<file path="config.mk">
export PLATFORM = sky130hd
export DESIGN_NAME = cfgrb_sequencer
export DESIGN_NICKNAME = d
export VERILOG_FILES = /design/src/rtl/cfgrb_pkg.sv /design/src/rtl/cfgrb_cmd_rom.sv /design/src/rtl/cfgrb_frame_tracker.sv /design/src/rtl/cfgrb_ctrl.sv /design/src/rtl/cfgrb_sequencer.sv
export SDC_FILE = /design/constraint.sdc
export NUM_CORES = 1
export LEC_CHECK = 0
export BUFFER_PORTS_ARGS = -buffer_cell sky130_fd_sc_hd__buf_2
export CAP_MARGIN = 20
export CORE_AREA = 2 2 99 101
export CTS_CLUSTER_DIAMETER = 50
export DETAILED_ROUTE_END_ITERATION = 12
export DIE_AREA = 0 0 101 103
export GPL_ROUTABILITY_DRIVEN = 0
export PLACE_DENSITY = 0.45
export SYNTH_ARGS = -nofsm -noshare
export SYNTH_HDL_FRONTEND = slang
export SYNTH_HIERARCHICAL = 1
export SYNTH_SLANG_ARGS = --single-unit
</file>
<file path="constraint.sdc">
create_clock -name clk -period 2.4 [get_ports clk]
set_input_delay 0.72 -clock clk [delete_from_list [all_inputs] [get_ports clk]]
set_output_delay 0.72 -clock clk [all_outputs]
set_load 0.02 [all_outputs]
</file>
<file path="src/rtl/cfgrb_pkg.sv">
`timescale 1ns/1ps
package cfgrb_pkg;

  localparam int unsigned WORD_BYTES  = 4;
  localparam int unsigned SETUP_WORDS = 20;
  localparam int unsigned SHUT_WORDS  = 6;
  localparam int unsigned SETUP_BYTES = SETUP_WORDS * WORD_BYTES;
  localparam int unsigned TOTAL_BYTES = (SETUP_WORDS + SHUT_WORDS) * WORD_BYTES;

  // Table slots whose contents come from parameters.
  localparam logic [7:0] SLOT_START_FRAME = 8'd17;
  localparam logic [7:0] SLOT_BYTE_COUNT  = 8'd19;

  typedef enum logic [2:0] {
    ST_IDLE,
    ST_SETUP,
    ST_GAP,
    ST_CAPTURE,
    ST_SHUT,
    ST_FINISH
  } seq_state_t;

  function automatic logic [31:0] cmd_word(input logic [7:0]  slot,
                                           input logic [31:0] start_frame,
                                           input logic [31:0] byte_count);
    logic [31:0] w;
    if (slot == SLOT_START_FRAME)     w = start_frame;
    else if (slot == SLOT_BYTE_COUNT) w = byte_count;
    else                              w = {8'hA5, slot, 8'h5A, ~slot};
    return w;
  endfunction

  // Byte n of the command stream; words go out most significant byte first.
  function automatic logic [7:0] cmd_byte(input logic [7:0]  idx,
                                          input logic [31:0] start_frame,
                                          input logic [31:0] byte_count);
    logic [31:0] w;
    logic [7:0]  b;
    w = cmd_word({2'b00, idx[7:2]}, start_frame, byte_count);
    case (idx[1:0])
      2'd0:    b = w[31:24];
      2'd1:    b = w[23:16];
      2'd2:    b = w[15:8];
      default: b = w[7:0];
    endcase
    return b;
  endfunction

endpackage

</file>
<file path="src/rtl/cfgrb_cmd_rom.sv">
`timescale 1ns/1ps
module cfgrb_cmd_rom
  import cfgrb_pkg::*;
#(
  parameter logic [31:0] FRAME_ADDR = 32'h0,
  parameter int unsigned RB_BYTES   = 4096,
  parameter int unsigned ADDR_W     = 7
) (
  input  logic              clk,
  input  logic              rst,
  input  logic              en,
  input  logic [ADDR_W-1:0] addr,
  output logic [7:0]        q
);

  localparam logic [31:0] COUNT_WORD = 32'(RB_BYTES);

  // Synchronous read with synchronous output clear: maps onto a block RAM
  // used as a ROM, and keeps the byte bus at zero outside write phases.
  always_ff @(posedge clk) begin
    if (rst || !en) q <= 8'h00;
    else            q <= cmd_byte(8'(addr), FRAME_ADDR, COUNT_WORD);
  end

endmodule

</file>
<file path="src/rtl/cfgrb_frame_tracker.sv">
`timescale 1ns/1ps
module cfgrb_frame_tracker #(
  parameter int unsigned FRAME_BYTES = 164,
  parameter int unsigned FRM_W       = 5
) (
  input  logic             clk,
  input  logic             rst,
  input  logic             clear,
  input  logic             accept,
  input  logic [7:0]       din,
  output logic             out_valid,
  output logic [7:0]       out_data,
  output logic             out_sof,
  output logic [FRM_W-1:0] out_frame
);

  localparam int unsigned POS_W = (FRAME_BYTES > 1) ? $clog2(FRAME_BYTES) : 1;
  localparam logic [POS_W-1:0] LAST_POS = POS_W'(FRAME_BYTES - 1);

  logic [POS_W-1:0] pos;
  logic [FRM_W-1:0] idx;

  always_ff @(posedge clk) begin
    if (rst) begin
      out_valid <= 1'b0;
      out_data  <= 8'h00;
      out_sof   <= 1'b0;
      out_frame <= '0;
      pos       <= '0;
      idx       <= '0;
    end else begin
      out_valid <= accept;
      out_data  <= accept ? din : 8'h00;
      out_sof   <= accept && (pos == '0);
      out_frame <= accept ? idx : '0;
      if (clear) begin
        pos <= '0;
        idx <= '0;
      end else if (accept) begin
        if (pos == LAST_POS) begin
          pos <= '0;
          idx <= idx + 1'b1;
        end else begin
          pos <= pos + 1'b1;
        end
      end
    end
  end

endmodule

</file>
<file path="src/rtl/cfgrb_ctrl.sv">
`timescale 1ns/1ps
module cfgrb_ctrl
  import cfgrb_pkg::*;
#(
  parameter int unsigned RB_BYTES = 4096,
  parameter int unsigned ADDR_W   = 7,
  parameter int unsigned CNT_W    = 13
) (
  input  logic              clk,
  input  logic              rst,
  input  logic              start,
  input  logic              rb_vld,
  output logic              busy,
  output logic              done,
  output logic              cmd_wr,
  output logic              cmd_ce,
  output logic              rom_en,
  output logic [ADDR_W-1:0] rom_addr,
  output logic              accept,
  output logic              trk_clear
);

  localparam logic [ADDR_W-1:0] LAST_SETUP = ADDR_W'(SETUP_BYTES - 1);
  localparam logic [ADDR_W-1:0] LAST_SHUT  = ADDR_W'(TOTAL_BYTES - 1);
  localparam logic [CNT_W-1:0]  LAST_GOT   = CNT_W'(RB_BYTES - 1);

  seq_state_t        state;
  logic [ADDR_W-1:0] ptr;
  logic [CNT_W-1:0]  got;

  assign rom_en    = (state == ST_SETUP) || (state == ST_SHUT);
  assign rom_addr  = ptr;
  assign accept    = (state == ST_CAPTURE) && cmd_ce && !cmd_wr && rb_vld;
  assign trk_clear = (state == ST_GAP);

  always_ff @(posedge clk) begin
    if (rst) begin
      state  <= ST_IDLE;
      ptr    <= '0;
      got    <= '0;
      busy   <= 1'b0;
      done   <= 1'b0;
      cmd_wr <= 1'b0;
      cmd_ce <= 1'b0;
    end else begin
      done <= 1'b0;
      case (state)
        ST_IDLE: begin
          cmd_wr <= 1'b0;
          cmd_ce <= 1'b0;
          if (start) begin
            state <= ST_SETUP;
            busy  <= 1'b1;
            ptr   <= '0;
          end
        end
        ST_SETUP: begin
          cmd_wr <= 1'b1;
          cmd_ce <= 1'b1;
          ptr    <= ptr + 1'b1;
          if (ptr == LAST_SETUP) state <= ST_GAP;
        end
        ST_GAP: begin
          cmd_wr <= 1'b0;
          cmd_ce <= 1'b0;
          got    <= '0;
          state  <= ST_CAPTURE;
        end
        ST_CAPTURE: begin
          cmd_wr <= 1'b0;
          if (accept) got <= got + 1'b1;
          if (accept && (got == LAST_GOT)) begin
            cmd_ce <= 1'b0;
            state  <= ST_SHUT;
          end else begin
            cmd_ce <= 1'b1;
          end
        end
        ST_SHUT: begin
          cmd_wr <= 1'b1;
          cmd_ce <= 1'b1;
          ptr    <= ptr + 1'b1;
          if (ptr == LAST_SHUT) state <= ST_FINISH;
        end
        ST_FINISH: begin
          cmd_wr <= 1'b0;
          cmd_ce <= 1'b0;
          done   <= 1'b1;
          busy   <= 1'b0;
          state  <= ST_IDLE;
        end
        default: state <= ST_IDLE;
      endcase
    end
  end

endmodule

</file>
<file path="src/rtl/cfgrb_sequencer.sv">
`timescale 1ns/1ps
module cfgrb_sequencer
  import cfgrb_pkg::*;
#(
  parameter logic [31:0] FRAME_ADDR  = 32'h0000_0000,
  parameter int unsigned RB_BYTES    = 4096,
  parameter int unsigned FRAME_BYTES = 164,
  localparam int unsigned NFRM  = (RB_BYTES + FRAME_BYTES - 1) / FRAME_BYTES,
  localparam int unsigned FRM_W = (NFRM > 1) ? $clog2(NFRM) : 1
) (
  input  logic             clk,
  input  logic             rst,
  input  logic             start,
  output logic             busy,
  output logic             done,
  output logic [7:0]       cmd_data,
  output logic             cmd_wr,
  output logic             cmd_ce,
  input  logic [7:0]       rb_data,
  input  logic             rb_vld,
  output logic [7:0]       out_data,
  output logic             out_valid,
  output logic             out_sof,
  output logic [FRM_W-1:0] out_frame
);

  localparam int unsigned ADDR_W = $clog2(TOTAL_BYTES);
  localparam int unsigned CNT_W  = $clog2(RB_BYTES + 1);

  logic              rom_en;
  logic [ADDR_W-1:0] rom_addr;
  logic              accept;
  logic              trk_clear;

  cfgrb_ctrl #(
    .RB_BYTES (RB_BYTES),
    .ADDR_W   (ADDR_W),
    .CNT_W    (CNT_W)
  ) u_ctrl (
    .clk       (clk),
    .rst       (rst),
    .start     (start),
    .rb_vld    (rb_vld),
    .busy      (busy),
    .done      (done),
    .cmd_wr    (cmd_wr),
    .cmd_ce    (cmd_ce),
    .rom_en    (rom_en),
    .rom_addr  (rom_addr),
    .accept    (accept),
    .trk_clear (trk_clear)
  );

  cfgrb_cmd_rom #(
    .FRAME_ADDR (FRAME_ADDR),
    .RB_BYTES   (RB_BYTES),
    .ADDR_W     (ADDR_W)
  ) u_rom (
    .clk  (clk),
    .rst  (rst),
    .en   (rom_en),
    .addr (rom_addr),
    .q    (cmd_data)
  );

  cfgrb_frame_tracker #(
    .FRAME_BYTES (FRAME_BYTES),
    .FRM_W       (FRM_W)
  ) u_frames (
    .clk       (clk),
    .rst       (rst),
    .clear     (trk_clear),
    .accept    (accept),
    .din       (rb_data),
    .out_valid (out_valid),
    .out_data  (out_data),
    .out_sof   (out_sof),
    .out_frame (out_frame)
  );

endmodule

</file>
==> results.txt <==
0 antenna diodes ended up in the layout. Post-layout minimum cycle time: 2090 ps. The highest attainable clock frequency is 477 MHz, and the required arrival time at the worst endpoint is 2690 ps.

The run gives 0 as the post-cts repair resize count. The run gives 0 as the final number of hold-violating endpoints. The tools report the clock share of power as 0.481. The logs give 9460 um2 for the area of the core and 0.474 for the portion of total power attributed to sequential cells. Pin placement for this block handled 39 I/O pins. The worst register-to-register path has a setup slack of 320 ps. The number of filler cells placed in the layout came out at 980. The tool flagged a number of max-cap violations equal to 0. The wire-length estimate of the detail-placed layout is 3950 um. The startpoint identified for the worst hold timing path is u_ctrl/busy. The cell area power density is 675 nW/um2. The worst register-to-register path has a depth of 6. STA classifies the critical path startpoint as an input pin. The worst setup path endpoint is u_frames/idx[4].

The number of vias after detailed routing came out at 2273. The CTS root buffer is clkbuf_8. The number of different library cells used by synthesis comes to 55. The total negative slack for setup checks came out at 0 ps. The path category of the worst min-delay check was register to register. The H-tree was split into 3 levels. The logs give 0.647 for the max-slew headroom at the worst pin and 62 for the clock net sink count. After detailed routing, the number of vias per cell comes to 4.89.

The net switching fraction of the power was 0.243. The logs give 4 for the iteration count of the initial detailed-routing pass and 2720 um2 for the total standard cell area after synthesis. Setup violations remaining at the end of the flow were counted as 0. The run gives 0.046 as the combinational power share. The number of port buffers is 38, and the maximum VDD drop is 281 uV.

In this run the cell area measured after placement is 3060 um2. The synthesized instance count was 299; the number of hold buffers added after CTS was 0. The share of synthesized area occupied by flip-flops and latches is 0.456.

The logs give 0.000540 W for the net switching power and 2380 ps for the critical path arrival. The final layout contains routed wiring with a total length of 5840 um. The synthesized design contains 62 register bits.

For the pin with the worst max-slew slack, the measured transition is 516 ps. The clock input transition at the sequential cells of the worst setup and hold paths was 80 ps. Initial antenna violation count: 0. Endpoint class of the critical path: a register. For the final database, setup skew stands at 14.7 ps. Along the worst path, the maximum fanout reaches 9. The latest clock arrival within the worst-skew pair is 350 ps, and the summed area of non-filler cells in the final layout is 3290 um2.

The flow ran to the end, and the final reports show no timing, DRC or antenna violations. The detailed router finished its first iteration with 136 violations. The tools report the aggregate global-route resource usage as 0.120.

The count of nets left with antenna violations after detail routing came out at 0. Entering global routing, the biggest net connects 18 pins. Yosys printed 6 warnings. The tools report the beginning of the critical path as rb_vld. The clock passes through at most 2 buffers. Yosys mapped a number of flops with a built-in enable equal to 0. Setup repair after global routing left no endpoint under its margin. From synthesis to final layout, the design area changed by 20.9%. The starting density of the core was 0.288. The worst register-to-register path ends at u_frames/idx[4].

The number of global-route vias before repair came out at 2000. The average instance in the mapped netlist occupies 9.10 um2. The core utilization of the finished layout came out at 0.348.

The async set or reset register ratio after synthesis was 0; the setup fix buffers added after clock tree synthesis was 0. The first global-routing pass estimated 9680 um of wire. The share of final-layout standard cells stronger than drive strength 1 was 0.211.

The launch point of the worst reg-to-reg path was u_ctrl/state[2]. Measured along the x axis, the die boundary spans 101 um. For the standard-cell row count, the log shows 36. The overall die height is 103 um, and the number of pins exceeding their max-slew limit in the final report is 0. The internal power component is 0.00168 W, and the number of buffers inserted during clock tree synthesis is 9.

Global routing finished with a remaining overflow of 0. Among all flip-flop cells after synthesis, the most frequent one is dfxtp_1. By startpoint and endpoint, the worst setup path is classified as input pin to register. The net count after synthesis is 316, and the final worst-path cycle share is 0.873. The leakage power total is 1.27 nW.

In the routed design, unresolved DRC markers number 0. TritonCTS built the clock tree. The die covers 10400 um2. In the final design database the tool counted 363 nets. In the final routed layout, each cell accounts on average for 12.5 um.
[sequential cells by signal, summed over array words and instances, names as in the netlist]
signal	count
u_ctrl/busy	1
u_ctrl/cmd_ce	1
u_ctrl/cmd_wr	1
u_ctrl/done	1
u_ctrl/got	13
u_ctrl/rom_addr	7
u_ctrl/state	3
u_frames/idx	5
u_frames/out_data	8
u_frames/out_frame	5
u_frames/out_sof	1
u_frames/out_valid	1
u_frames/pos	8
u_rom/q	7
[metrics by stage]
stage	cells	total power, W	hold slack (ps)	setup slack, ps
4_1_cts	465	0.00225	469	334
6_report	465	0.00222	467	306
5_1_grt	465	0.00231	496	118
3_3_place_gp	449	0.00118	458	17.7
3_5_place_dp	449	0.00118	459	-42.6
2_1_floorplan	299	0.00114	443	163
[cell families (layout without fill, tap and decap cells)]
logic type,Yosys count,after routing,share of synthesized area
compound gates,63,63,0.147
xor+xnor,15,15,0.0483
fa+ha+maj,5,5,0.0230
buf+inv,21,73,0.0373
flops,62,62,0.456
mux,3,3,0.0110
simple gates,130,130,0.277
[worst min-delay path by stage]
stage | cells past startpoint | endpoint | slack (ps)
2_1_floorplan | 2 | u_ctrl/got[12] | 440
3_3_place_gp | 2 | u_ctrl/busy | 460
3_5_place_dp | 2 | u_ctrl/busy | 460
4_1_cts | 2 | u_ctrl/busy | 470
5_1_grt | 2 | u_ctrl/busy | 500
6_report | 2 | u_ctrl/busy | 470
[cell usage after synthesis, types with 2 or more instances]
cell type   n  share of area
or2b_1      2         0.0055
xnor2_1     7          0.023
ha_1        5          0.023
buf_6       2         0.0083
xor2_1      8          0.026
nor3_1      3         0.0055
o31ai_1     6          0.017
dfxtp_1    62           0.46
a21oi_1    23          0.042
nand4b_1    2         0.0064
inv_1       9          0.012
and4_1      2         0.0064
mux2i_1     3          0.011
or3_1       9          0.021
nand4_1     8          0.018
nand3_1    14          0.026
buf_2       3         0.0055
nor2b_1     4         0.0092
nor2_1     28          0.039
or4_1       7          0.019
nor4_1      5          0.011
a31oi_1     3         0.0069
and2b_1     2         0.0055
and2_1     15          0.034
nand2_1    13          0.018
clkbuf_1    6         0.0083
o21ai_0    13          0.024
nand2b_1    4         0.0092
a21o_1      3         0.0083
or2_2       2         0.0046
a31o_2      2         0.0064
[metal layers]
metal	track usage	up-vias	share of wire
li1	-	1173	-
met1	0.157	1040	0.50
met2	0.175	51	0.43
met3	0.0447	9	0.046
met4	0.0561	0	0.015
met5	0	-	0
[cell type report]
cell class                 count  area [um2]  area share
tap                          114         143      0.0434
clock inverter                 7         104      0.0316
multi-input combinational    216        1380       0.419
inverter                       9        33.8      0.0103
sequential                    62        1240       0.377
clock buffer                   9         124      0.0377
timing repair buffer          48         265      0.0807
[power groups by stage]
| stage | logic (W) | clock network, W | registers, W |
|---|---|---|---|
| 2_1_floorplan | 0.0000579 | 0 | 0.00108 |
| 3_3_place_gp | 0.000102 | 0 | 0.00108 |
| 3_5_place_dp | 0.000102 | 0 | 0.00107 |
| 4_1_cts | 0.000102 | 0.00110 | 0.00105 |
| 5_1_grt | 0.000114 | 0.00115 | 0.00105 |
| 6_report | 0.000101 | 0.00107 | 0.00105 |
[cells in the final DEF, fill, tap and decap left out, drive strengths merged, types with 4 or more instances in the layout]
cell type,synthesis,layout
a21o,4,4
a21oi,23,23
and2,15,15
buf,6,48
clkbuf,6,9
dfxtp,62,62
ha,5,5
inv,9,12
nand2,13,13
nand2b,4,4
nand3,14,14
nand4,8,8
nor2,28,28
nor2b,4,4
nor4,5,5
o21ai,14,14
o31ai,6,6
or3,10,10
or4,7,7
xnor2,7,7
xor2,8,8
[critical path: stages]
cell	delay [ps]
buf_2	120
nand3b_4	110
nor3_1	260
buf_4	190
nand4_1	260
or4_1	560
a21oi_1	150
(Power assumes the default switching activity.)
